File: src/rtl/rc_pkg.sv
package rc_pkg;

  // Advance a page index by one, wrapping at the table size.
  function automatic int unsigned rc_next(input int unsigned p, input int unsigned n);
    return (p + 1 == n) ? 0 : p + 1;
  endfunction

  // Distance between the pointers; zero is not a usable distance.
  function automatic int unsigned rc_clamp_lag(input int unsigned lag);
    return (lag == 0) ? 1 : lag;
  endfunction

endpackage

File: src/rtl/rc_scan_ptrs.sv
module rc_scan_ptrs #(
  parameter int NUM_PAGES = 64,
  localparam int PAGE_W = $clog2(NUM_PAGES)
) (
  input  logic              clk,
  input  logic              rst_n,
  input  logic [PAGE_W-1:0] cfg_lag,
  input  logic              step,
  output logic [PAGE_W-1:0] head_ptr,
  output logic [PAGE_W-1:0] tail_ptr
);
  import rc_pkg::*;

  logic [PAGE_W-1:0] lag_q;
  logic [PAGE_W-1:0] head_q, tail_q;

  always_ff @(posedge clk) begin
    if (!rst_n) begin
      lag_q  <= PAGE_W'(rc_clamp_lag(32'(cfg_lag)));
      head_q <= '0;
      tail_q <= PAGE_W'(rc_clamp_lag(32'(cfg_lag)));
    end else if (step) begin
      head_q <= PAGE_W'(rc_next(32'(head_q), NUM_PAGES));
      tail_q <= PAGE_W'(rc_next(32'(tail_q), NUM_PAGES));
    end
  end

  assign head_ptr = head_q;
  assign tail_ptr = tail_q;

  // the sweep pointer leads by the sampled distance
  assert_ptr_gap_R5: assert property (@(posedge clk) disable iff (!rst_n)
    tail_q == PAGE_W'(32'(head_q) + 32'(lag_q)));

  // one page per enabled step, with wrap
  assert_head_adv_R5: assert property (@(posedge clk) disable iff (!rst_n)
    step |=> head_q == PAGE_W'(rc_next(32'($past(head_q)), NUM_PAGES)));

  // no step, no movement
  assert_head_hold_R10: assert property (@(posedge clk) disable iff (!rst_n)
    !step |=> $stable(head_q));

endmodule

File: src/rtl/rc_page_table.sv
module rc_page_table #(
  parameter int NUM_PAGES = 64,
  localparam int PAGE_W = $clog2(NUM_PAGES)
) (
  input  logic              clk,
  input  logic              rst_n,
  input  logic              step,
  input  logic [PAGE_W-1:0] head_ptr,
  input  logic [PAGE_W-1:0] tail_ptr,
  input  logic              ref_valid,
  input  logic [PAGE_W-1:0] ref_page,
  input  logic              ref_write,
  input  logic              alloc_valid,
  input  logic [PAGE_W-1:0] alloc_page,
  output logic              reclaim,
  output logic              reclaim_dirty
);

  logic [NUM_PAGES-1:0] valid_q, used_q, dirty_q;
  logic [NUM_PAGES-1:0] valid_d, used_d, dirty_d;
  logic [NUM_PAGES-1:0] take_vec;
  logic                 ref_hits_head, alloc_hits_head;

  assign ref_hits_head   = ref_valid && (ref_page == head_ptr);
  assign alloc_hits_head = alloc_valid && (alloc_page == head_ptr);

  // Reclaim decision for the page under the trailing pointer.
  assign reclaim = step && valid_q[head_ptr] && !used_q[head_ptr]
                   && !ref_hits_head && !alloc_hits_head;
  assign reclaim_dirty = dirty_q[head_ptr];

  for (genvar g = 0; g < NUM_PAGES; g++) begin : g_page
    logic is_alloc, is_ref, is_clr, is_take;
    assign is_alloc = alloc_valid && (alloc_page == PAGE_W'(g));
    assign is_ref   = ref_valid && (ref_page == PAGE_W'(g));
    assign is_clr   = step && (tail_ptr == PAGE_W'(g));
    assign is_take  = reclaim && (head_ptr == PAGE_W'(g));
    assign take_vec[g] = is_take;

    always_comb begin
      valid_d[g] = is_alloc ? 1'b1 : (is_take ? 1'b0 : valid_q[g]);
      used_d[g]  = (is_alloc || is_ref) ? 1'b1 : (is_clr ? 1'b0 : used_q[g]);
      if (is_alloc)                dirty_d[g] = 1'b0;
      else if (is_ref && ref_write) dirty_d[g] = 1'b1;
      else if (is_take)            dirty_d[g] = 1'b0;
      else                         dirty_d[g] = dirty_q[g];
    end
  end

  always_ff @(posedge clk) begin
    if (!rst_n) begin
      valid_q <= '0;
      used_q  <= '0;
      dirty_q <= '0;
    end else begin
      valid_q <= valid_d;
      used_q  <= used_d;
      dirty_q <= dirty_d;
    end
  end

  // at most one page leaves per cycle
  assert_one_take_R9: assert property (@(posedge clk) disable iff (!rst_n)
    $onehot0(take_vec));

  // a reclaimed page is unallocated afterwards
  assert_take_frees_R9: assert property (@(posedge clk) disable iff (!rst_n)
    reclaim |=> !valid_q[$past(head_ptr)]);

  // a reference marks the page as used
  assert_ref_used_R2: assert property (@(posedge clk) disable iff (!rst_n)
    ref_valid |=> used_q[$past(ref_page)]);

  // allocate yields an allocated, clean page
  assert_alloc_clean_R8: assert property (@(posedge clk) disable iff (!rst_n)
    alloc_valid |=> valid_q[$past(alloc_page)] && !dirty_q[$past(alloc_page)]);

endmodule

File: src/rtl/rc_emit.sv
module rc_emit #(
  parameter int NUM_PAGES = 64,
  localparam int PAGE_W = $clog2(NUM_PAGES)
) (
  input  logic              clk,
  input  logic              rst_n,
  input  logic              step,
  input  logic              reclaim,
  input  logic              reclaim_dirty,
  input  logic [PAGE_W-1:0] head_ptr,
  input  logic              free_ready,
  input  logic              wb_ready,
  output logic              free_valid,
  output logic [PAGE_W-1:0] free_page,
  output logic              wb_valid,
  output logic [PAGE_W-1:0] wb_page,
  output logic              stall
);

  logic              fv_q, wv_q;
  logic [PAGE_W-1:0] fp_q, wp_q;
  logic              wb_load;

  assign stall   = (fv_q && !free_ready) || (wv_q && !wb_ready);
  assign wb_load = reclaim && reclaim_dirty;

  always_ff @(posedge clk) begin
    if (!rst_n) begin
      fv_q <= 1'b0;
      wv_q <= 1'b0;
      fp_q <= '0;
      wp_q <= '0;
    end else if (step) begin
      fv_q <= reclaim;
      wv_q <= wb_load;
      if (reclaim) fp_q <= head_ptr;
      if (wb_load) wp_q <= head_ptr;
    end else begin
      if (free_ready) fv_q <= 1'b0;
      if (wb_ready)   wv_q <= 1'b0;
    end
  end

  assign free_valid = fv_q;
  assign free_page  = fp_q;
  assign wb_valid   = wv_q;
  assign wb_page    = wp_q;

  // a refused free-page output is held
  assert_free_hold_R7: assert property (@(posedge clk) disable iff (!rst_n)
    fv_q && !free_ready |=> fv_q && $stable(fp_q));

  // a refused writeback output is held
  assert_wb_hold_R7: assert property (@(posedge clk) disable iff (!rst_n)
    wv_q && !wb_ready |=> wv_q && $stable(wp_q));

  // a dirty reclaim drives both outputs with the same page
  assert_wb_pair_R4: assert property (@(posedge clk) disable iff (!rst_n)
    step && wb_load |=> fv_q && wv_q && (wp_q == fp_q));

endmodule

File: src/rtl/rc_reclaim_scanner.sv
module rc_reclaim_scanner #(
  parameter int NUM_PAGES = 64,
  localparam int PAGE_W = $clog2(NUM_PAGES)
) (
  input  logic              clk,
  input  logic              rst_n,
  input  logic [PAGE_W-1:0] cfg_lag,
  input  logic              scan_en,
  input  logic              ref_valid,
  input  logic [PAGE_W-1:0] ref_page,
  input  logic              ref_write,
  input  logic              alloc_valid,
  input  logic [PAGE_W-1:0] alloc_page,
  input  logic              free_ready,
  output logic              free_valid,
  output logic [PAGE_W-1:0] free_page,
  input  logic              wb_ready,
  output logic              wb_valid,
  output logic [PAGE_W-1:0] wb_page
);

  logic              stall, step;
  logic              reclaim, reclaim_dirty;
  logic [PAGE_W-1:0] head_ptr, tail_ptr;

  assign step = scan_en && !stall;

  rc_scan_ptrs #(.NUM_PAGES(NUM_PAGES)) u_ptrs (
    .clk(clk), .rst_n(rst_n), .cfg_lag(cfg_lag), .step(step),
    .head_ptr(head_ptr), .tail_ptr(tail_ptr)
  );

  rc_page_table #(.NUM_PAGES(NUM_PAGES)) u_table (
    .clk(clk), .rst_n(rst_n), .step(step),
    .head_ptr(head_ptr), .tail_ptr(tail_ptr),
    .ref_valid(ref_valid), .ref_page(ref_page), .ref_write(ref_write),
    .alloc_valid(alloc_valid), .alloc_page(alloc_page),
    .reclaim(reclaim), .reclaim_dirty(reclaim_dirty)
  );

  rc_emit #(.NUM_PAGES(NUM_PAGES)) u_emit (
    .clk(clk), .rst_n(rst_n), .step(step),
    .reclaim(reclaim), .reclaim_dirty(reclaim_dirty), .head_ptr(head_ptr),
    .free_ready(free_ready), .wb_ready(wb_ready),
    .free_valid(free_valid), .free_page(free_page),
    .wb_valid(wb_valid), .wb_page(wb_page), .stall(stall)
  );

  // a same-cycle reference to the head page blocks its reclaim
  assert_ref_guard_R6: assert property (@(posedge clk) disable iff (!rst_n)
    (ref_valid && ref_page == head_ptr) |-> !reclaim);

  // a reclaim shows up on the free-page port one cycle later
  assert_emit_R3: assert property (@(posedge clk) disable iff (!rst_n)
    reclaim |=> free_valid && free_page == $past(head_ptr));

  // no step while an output is refused
  assert_no_step_stalled_R7: assert property (@(posedge clk) disable iff (!rst_n)
    (free_valid && !free_ready) |-> !step);

endmodule

File: config.mk
export PLATFORM = sky130hd
export DESIGN_NAME = rc_reclaim_scanner
export DESIGN_NICKNAME = d
export VERILOG_FILES = /design/src/rtl/rc_pkg.sv /design/src/rtl/rc_scan_ptrs.sv /design/src/rtl/rc_page_table.sv /design/src/rtl/rc_emit.sv /design/src/rtl/rc_reclaim_scanner.sv
export SDC_FILE = /design/constraint.sdc
export NUM_CORES = 1
export LEC_CHECK = 0
export BUFFER_PORTS_ARGS = -buffer_cell sky130_fd_sc_hd__clkbuf_2
export CORE_ASPECT_RATIO = 0.6
export CORE_MARGIN = 2
export CORE_UTILIZATION = 50
export CTS_BUF_LIST = sky130_fd_sc_hd__clkbuf_16
export CTS_CLUSTER_SIZE = 25
export DETAILED_ROUTE_END_ITERATION = 10
export MAX_ROUTING_LAYER = met4
export PLACE_DENSITY = 0.78
export RECOVER_POWER = 100
export SLEW_MARGIN = 20
export SYNTH_ARGS = -nofsm -noshare
export SYNTH_HDL_FRONTEND = slang
export SYNTH_SLANG_ARGS = --single-unit
File: constraint.sdc
create_clock -name clk -period 3.6 [get_ports clk]
set_input_delay 0.9 -clock clk [delete_from_list [all_inputs] [get_ports clk]]
set_output_delay 0.9 -clock clk [all_outputs]
set_load 0.02 [all_outputs]
== Yosys cells after proc, flatten, opt, wreduce, memory -nomap -nowiden ==
Index checks and enable logic that the tools add are counted.
Word-level totals
  bits in registers: 218
  bits of input ports: 26
  output and inout port bits: 14
  logic and storage cells: 1460
Operators by class
  $add $sub $neg: 2
  magnitude comparators: 1
  equal/unequal tests: 257
  mux-type cells: 335
  bitwise operators: 1
  reduce and logical (&&, ||, !) cells: 666
Operator list (number)
  $eq 6x6->1 const B: 128
  $reduce_bool 2->1: 194
  $eq 6x5->1 const B: 64
  $logic_and 1x1->1: 330
  $mux 1: 327
  $eq 6x4->1 const B: 32
  $reduce_or 2->1: 64
  $eq 6x3->1 const B: 16
  $logic_or 1x1->1: 65
  $eq 6x2->1 const B: 8
  $logic_not 6->1: 5
  $mux 6: 5
  $eq 6x1->1 const B: 4
  $bmux 1 s6: 3
  $add 6x1->7 const B: 2
  $eq 7x7->1 const B: 2
  $eq 6x6->1: 2
  $lt 6x7->1 const B: 1
  $logic_not 1->1: 6
  $reduce_and 2->1: 2
  $ne 2x1->1 const B: 1
  $not 1->1: 1

== Depth between registers and ports, before layout ==
  depth in word-level cells: 12
  mapped depth: 13
  depth with buffers taken out: 7

== Modules after synthesis ==
From an unflattened synthesis, not the netlist that was laid out.
Second synthesis, totals
  cells, all modules: 1226
  area, all modules: 11053.1 um^2
By module, submodules not included
  rc_page_table: instances 1, cells an instance 1105, area an instance 9844.4 um^2, seq. area each 3843.7 um^2
  rc_scan_ptrs: instances 1, cells an instance 56, area an instance 604.3 um^2, seq. area each 300.3 um^2
  rc_emit: instances 1, cells an instance 64, area an instance 590.6 um^2, seq. area each 280.3 um^2
  rc_reclaim_scanner: instances 1, cells an instance 1, area an instance 13.8 um^2, seq. area each 0.0 um^2

== Worst setup path before layout ==
Ideal clock, no wire load.
  path kind: register to register
  start: register u_ptrs.head_q[1], in the netlist u_ptrs.head_ptr[1]
  end: register u_table.dirty_q[0]
  library setup time: 116 ps
  arrival: 2724 ps
  data required time: 3484 ps
  path slack: 759 ps
  stages on the path, launching flop included: 11
  buffers on the path: 3
  clock period less this slack: 2841 ps
  cells stage by stage: dfxtp_1 > buf_2 > buf_2 > clkbuf_1 > mux4_2 > mux2i_1 > nor3_1 > nor4_2 > nand3_4 > o41a_1 > o211a_1
Between the ends
  cells in the longest elaborated chain, start to end: 8
  elaborated cells on any way between the ends: 18
  those cells by class: 2 x eq/ne; 4 x mux; 12 x reduce/logical
Ends and longest elaborated chain
  from (decl): RTL line rc_scan_ptrs.sv:15  | logic [PAGE_W-1:0] head_q, tail_q;
  from (signal assigned): RTL line rc_scan_ptrs.sv:23  | head_q <= PAGE_W'(rc_next(32'(head_q), NUM_PAGES));
  $bmux 1 s6: RTL line rc_page_table.sv:28  | assign reclaim = step && valid_q[head_ptr] && !used_q[head_ptr]
  $mux 1 (not written as such): RTL line rc_page_table.sv:28
  $logic_and 1x1->1 or $logic_not 1->1 (tied branches): RTL line rc_page_table.sv:28
  $logic_and 1x1->1: RTL line rc_page_table.sv:28
  $logic_and 1x1->1 (2 in series): RTL line rc_page_table.sv:29  | && !ref_hits_head && !alloc_hits_head;
  $logic_and 1x1->1 (*): RTL line rc_page_table.sv:37  | assign is_take = reclaim && (head_ptr == PAGE_W'(g));
  $reduce_bool 2->1 (no line) (*)
  to (signal assigned): RTL line rc_page_table.sv:58  | dirty_q <= dirty_d;
  to (decl): RTL line rc_page_table.sv:19  | logic [NUM_PAGES-1:0] valid_q, used_q, dirty_q;
Mark *: on every way between the ends. The rest lies on a longest branch, timed or not. The select of a mux whose other input is x is not followed.
A chain may end at the register's enable or synchronous reset.

== Worst setup path in the final report ==
  start: register u_ptrs.head_q[0], in the netlist u_ptrs.head_ptr[0]
  end: register u_table.valid_q[60]
Between the ends
  cells in the longest elaborated chain, start to end: 8
  elaborated cells on any way between the ends: 18
  those cells by class: 3 x eq/ne; 4 x mux; 11 x reduce/logical
Ends and longest elaborated chain
  $bmux 1 s6: RTL line rc_page_table.sv:28
  $mux 1 (not written as such): RTL line rc_page_table.sv:28
  $logic_and 1x1->1 or $logic_not 1->1 (tied branches): RTL line rc_page_table.sv:28
  $logic_and 1x1->1: RTL line rc_page_table.sv:28
  $logic_and 1x1->1 (2 in series): RTL line rc_page_table.sv:29
  $logic_and 1x1->1 (*): RTL line rc_page_table.sv:37
  $reduce_bool 2->1 (no line) (*)
  to (signal assigned): RTL line rc_page_table.sv:56  | valid_q <= valid_d;
  to (decl): RTL line rc_page_table.sv:19
Marks and branches as above.

==> impl_metrics.env <==
export IMPL_status="finished with violations"
export IMPL_violations="capacitance limit, slew limit"
export IMPL_remaining_drc_errors=0
export IMPL_grt_pass1_wl_mm=65.2
export IMPL_synth_compound_area_share_pct=24.3
export IMPL_netlist_area_um2=11500
export IMPL_yosys_area_share_adder_pct=0.872
export IMPL_synth_top_family_by_area="compound AO/OA/AOI/OAI gates"
export IMPL_yosys_mux_area_fraction_pct=11.7
export IMPL_synth_xor_xnor_area_share_pct=1.53
export IMPL_die_area_um2=24200
export IMPL_first_global_vias=10860
export IMPL_clock_skew_final_ns=0.0132
export IMPL_post_cts_resized_instances=0
export IMPL_postSynthRegisterBits=218
export IMPL_postCtsSetupBuffers=0
export IMPL_post_drt_via_cell_ratio=6.94
export IMPL_critPathRequiredTime_ns=4.02
export IMPL_max_slew_worst_pin_slew_ns=2.24
export IMPL_share_of_flip_flops_with_an_asynchronous_set_or_reset_pct=0
export IMPL_yosys_area_share_simple_pct=18.9
export IMPL_routed_wirelength_mm=43.3
export IMPL_tritoncts_num_sinks=218
export IMPL_grt_start_max_net_pins=158
export IMPL_floorplan_die_width_um=200
export IMPL_num_io_pins=40
export IMPL_minimum_period_implied_by_the_final_worst_setup_slack_ns=3.37
export IMPL_clock_insertion_delay_worst_skew_ns=0.52
export IMPL_sequential_cell_fraction_of_total_power_pct=47.1
export IMPL_nets=1399
export IMPL_avgSynthCellArea_um2=8.43
export IMPL_fin_setup_tns_ns=0
export IMPL_timing_critical_path_fanout_max=24
export IMPL_cts_hold_repair_buffers=0
export IMPL_pwr_density_cell_nw_per_um2=419
export IMPL_final_critical_path_setup_slack_ns=0.231
export IMPL_fp_coreArea_um2=22300
export IMPL_combPwrFrac_pct=9.7
export IMPL_seq_area_frac_synth_pct=38.5
export IMPL_power_leakage_nw=4.04
export IMPL_dominantRegCellSynth="dfxtp_1"
export IMPL_initial_antenna_violation_count=2
export IMPL_place_detailed_hpwl_mm=31.5
export IMPL_max_clock_path_buffers=3
export IMPL_initial_detailed_routing_violation_count=2173
export IMPL_crit_path_start_kind="flip-flop"
export IMPL_area_growth_pct=10.6
export IMPL_number_of_flops_mapped_to_enable_cells_by_yosys=6
export IMPL_ir_worst_vdd_mv=0.285
export IMPL_post_drt_wl_per_cell_um=25.6
export IMPL_grt_remaining_overflow=0
export IMPL_postSynthCellCount=1362
export IMPL_crit_arrival_ns=3.79
export IMPL_rr_worst_depth=9
export IMPL_timing_max_transition_violations_final=52
export IMPL_timing_final_hold_violations=0
export IMPL_grt_setup_unrepaired="false"
export IMPL_vias=11733
export IMPL_final_setup_viol_count=0
export IMPL_timing_fmax_mhz=297
export IMPL_rows=42
export IMPL_netSwitchingFraction_pct=26.6
export IMPL_globalplace_congestion=1.03
export IMPL_cts_htree_levels=1
export IMPL_port_buffer_count=39
export IMPL_cts_clk_slew_worst_paths_ns=0.07
export IMPL_preCtsSetupSlack_ns=0.322
export IMPL_timing_slew_headroom_pct=-49.1
export IMPL_cts_inserted_buffers=21
export IMPL_initial_cell_density_of_the_core_pct=51.5
export IMPL_clk_root_buffer_cell="clkbuf_16"
export IMPL_power_report_internal_total_mw=3.91
export IMPL_clock_power_share_pct=43.3
export IMPL_final_cell_mix="dfxtp_1 (210), nand2_1 (200), nor2_1 (140), o21ai_0 (129), a21oi_1 (104)"
export IMPL_drt_pass1_iter_count=6
export IMPL_grt_util_all_layers_pct=36.9
export IMPL_antenna_violating_nets_post_route=0
export IMPL_total_switching_power_mw=1.41
export IMPL_maxCapViolations=1
export IMPL_worstHoldPathCells=2
export IMPL_class_of_the_worst_hold_path="flip-flop to flip-flop"
export IMPL_period_share_pct=93.6
export IMPL_timing_critical_path_to_type="flip-flop"
export IMPL_cts_tree="built"
export IMPL_die_outline_height_um=121
export IMPL_synth_net_count=1396
export IMPL_yosysUniqueCellTypes=50
export IMPL_share_of_post_route_cells_with_drive_strength_above_1_pct=11.8
export IMPL_critical_path_class="flip-flop to flip-flop"
export IMPL_yosys_warnings=0
export IMPL_most_frequent_standard_cell_in_the_layout_excluding_fill_and_tap_cells="dfxtp_1"
-- worst paths after layout --
path | endpoint | start | slack [ns]
hold / removal | u_emit.wb_page[0] | u_emit.wb_page[0] | 0.46
setup / recovery | u_table.valid_q[60] | u_ptrs.head_ptr[0] | 0.23
setup reg to reg | u_table.valid_q[60] | u_ptrs.head_ptr[0] | 0.23
hold reg to reg | u_emit.wb_page[0] | u_emit.wb_page[0] | 0.46
-- routing by layer --
metal  part of all wire (%)  global-route usage (%)
met1                     39                    50.4
met2                     39                    49.9
met3                     18                    13.6
met4                    4.1                    12.8
met5                      0                       -
-- cell families after synthesis --
logic type,count (synthesis)
and+or+nand+nor,492
AOI/OAI and AO/OA,446
DFF,218
buffers and inverters,109
muxes,69
xor gates and xnor gates,20
adders and majority gates,8
-- power by group through the flow --
| stage | clock, mW | combinational [mW] | sequential [mW] |
|---|---|---|---|
| 2_1_floorplan | 0 | 0.347 | 2.52 |
| 3_3_place_gp | 0 | 0.476 | 2.56 |
| 3_5_place_dp | 0 | 0.483 | 2.56 |
| 4_1_cts | 2.29 | 0.486 | 2.50 |
| 5_1_grt | 2.40 | 0.536 | 2.51 |
| 6_report | 2.30 | 0.514 | 2.51 |
-- worst max-delay path, cell delays in order, from the launching register on --
cell	delay, ns
dfxtp_4	0.69
buf_12	0.22
mux4_2	0.51
a22oi_1	0.34
a21oi_1	0.12
or4_1	0.57
nand3_4	0.16
buf_4	0.30
nor3_1	0.11
o21ai_0	0.25
-- layout make-up --
type	count	area (um^2)
antenna	2	5.00
clock inverter	17	166
multi-input combinational	1035	6570
sequential	218	4430
inverter	5	18.8
fill	2007	9580
timing repair buffer	84	599
clock buffer	21	526
tap	308	385
-- sequential cells by signal, indices dropped and copies added, names as in the netlist --
register,count
u_table.dirty_q,64
u_table.used_q,64
u_table.valid_q,64
u_emit.free_page,6
u_emit.wb_page,6
u_ptrs.head_ptr,6
u_ptrs.tail_ptr,6
u_emit.free_valid,1
u_emit.wb_valid,1
-- through the flow --
| step | utilization (%) | hold slack [ns] | instances | power (mW) | instance area, um^2 |
|---|---|---|---|---|---|
| 2_1_floorplan | - | 0.432 | 1362 | 2.87 | 11500 |
| 3_3_place_gp | 54.1 | 0.444 | 1650 | 3.04 | 12000 |
| 3_5_place_dp | 54.1 | 0.454 | 1650 | 3.04 | 12000 |
| 4_1_cts | 57.2 | 0.463 | 1688 | 5.28 | 12700 |
| 5_1_grt | 57.0 | 0.478 | 1690 | 5.45 | 12700 |
| 6_report | 57.0 | 0.461 | 1690 | 5.32 | 12700 |
-- cells in the mapped netlist (all sizes together) (2+ instances only) --
master | instances | area (um^2)
a21boi | 68 | 510
a21oi | 104 | 521
a22oi | 11 | 82.6
a31oi | 34 | 228
and2 | 18 | 113
and3 | 6 | 37.5
buf | 23 | 158
clkbuf | 81 | 304
dfxtp | 212 | 4240
edfxtp | 6 | 180
ha | 8 | 100
inv | 5 | 18.8
mux2 | 2 | 22.5
mux2i | 15 | 150
mux4 | 52 | 1170
nand2 | 200 | 751
nand2b | 12 | 75.1
nand3 | 29 | 158
nand3b | 2 | 15.0
nand4 | 4 | 25.0
nor2 | 140 | 526
nor2b | 20 | 125
nor3 | 48 | 245
nor3b | 2 | 15.0
nor4 | 3 | 25.0
o211ai | 49 | 368
o21ai | 129 | 646
o31ai | 15 | 113
o32ai | 29 | 254
or3 | 5 | 31.3
xnor2 | 15 | 131
xor2 | 5 | 43.8
(Power assumes the default switching activity.)
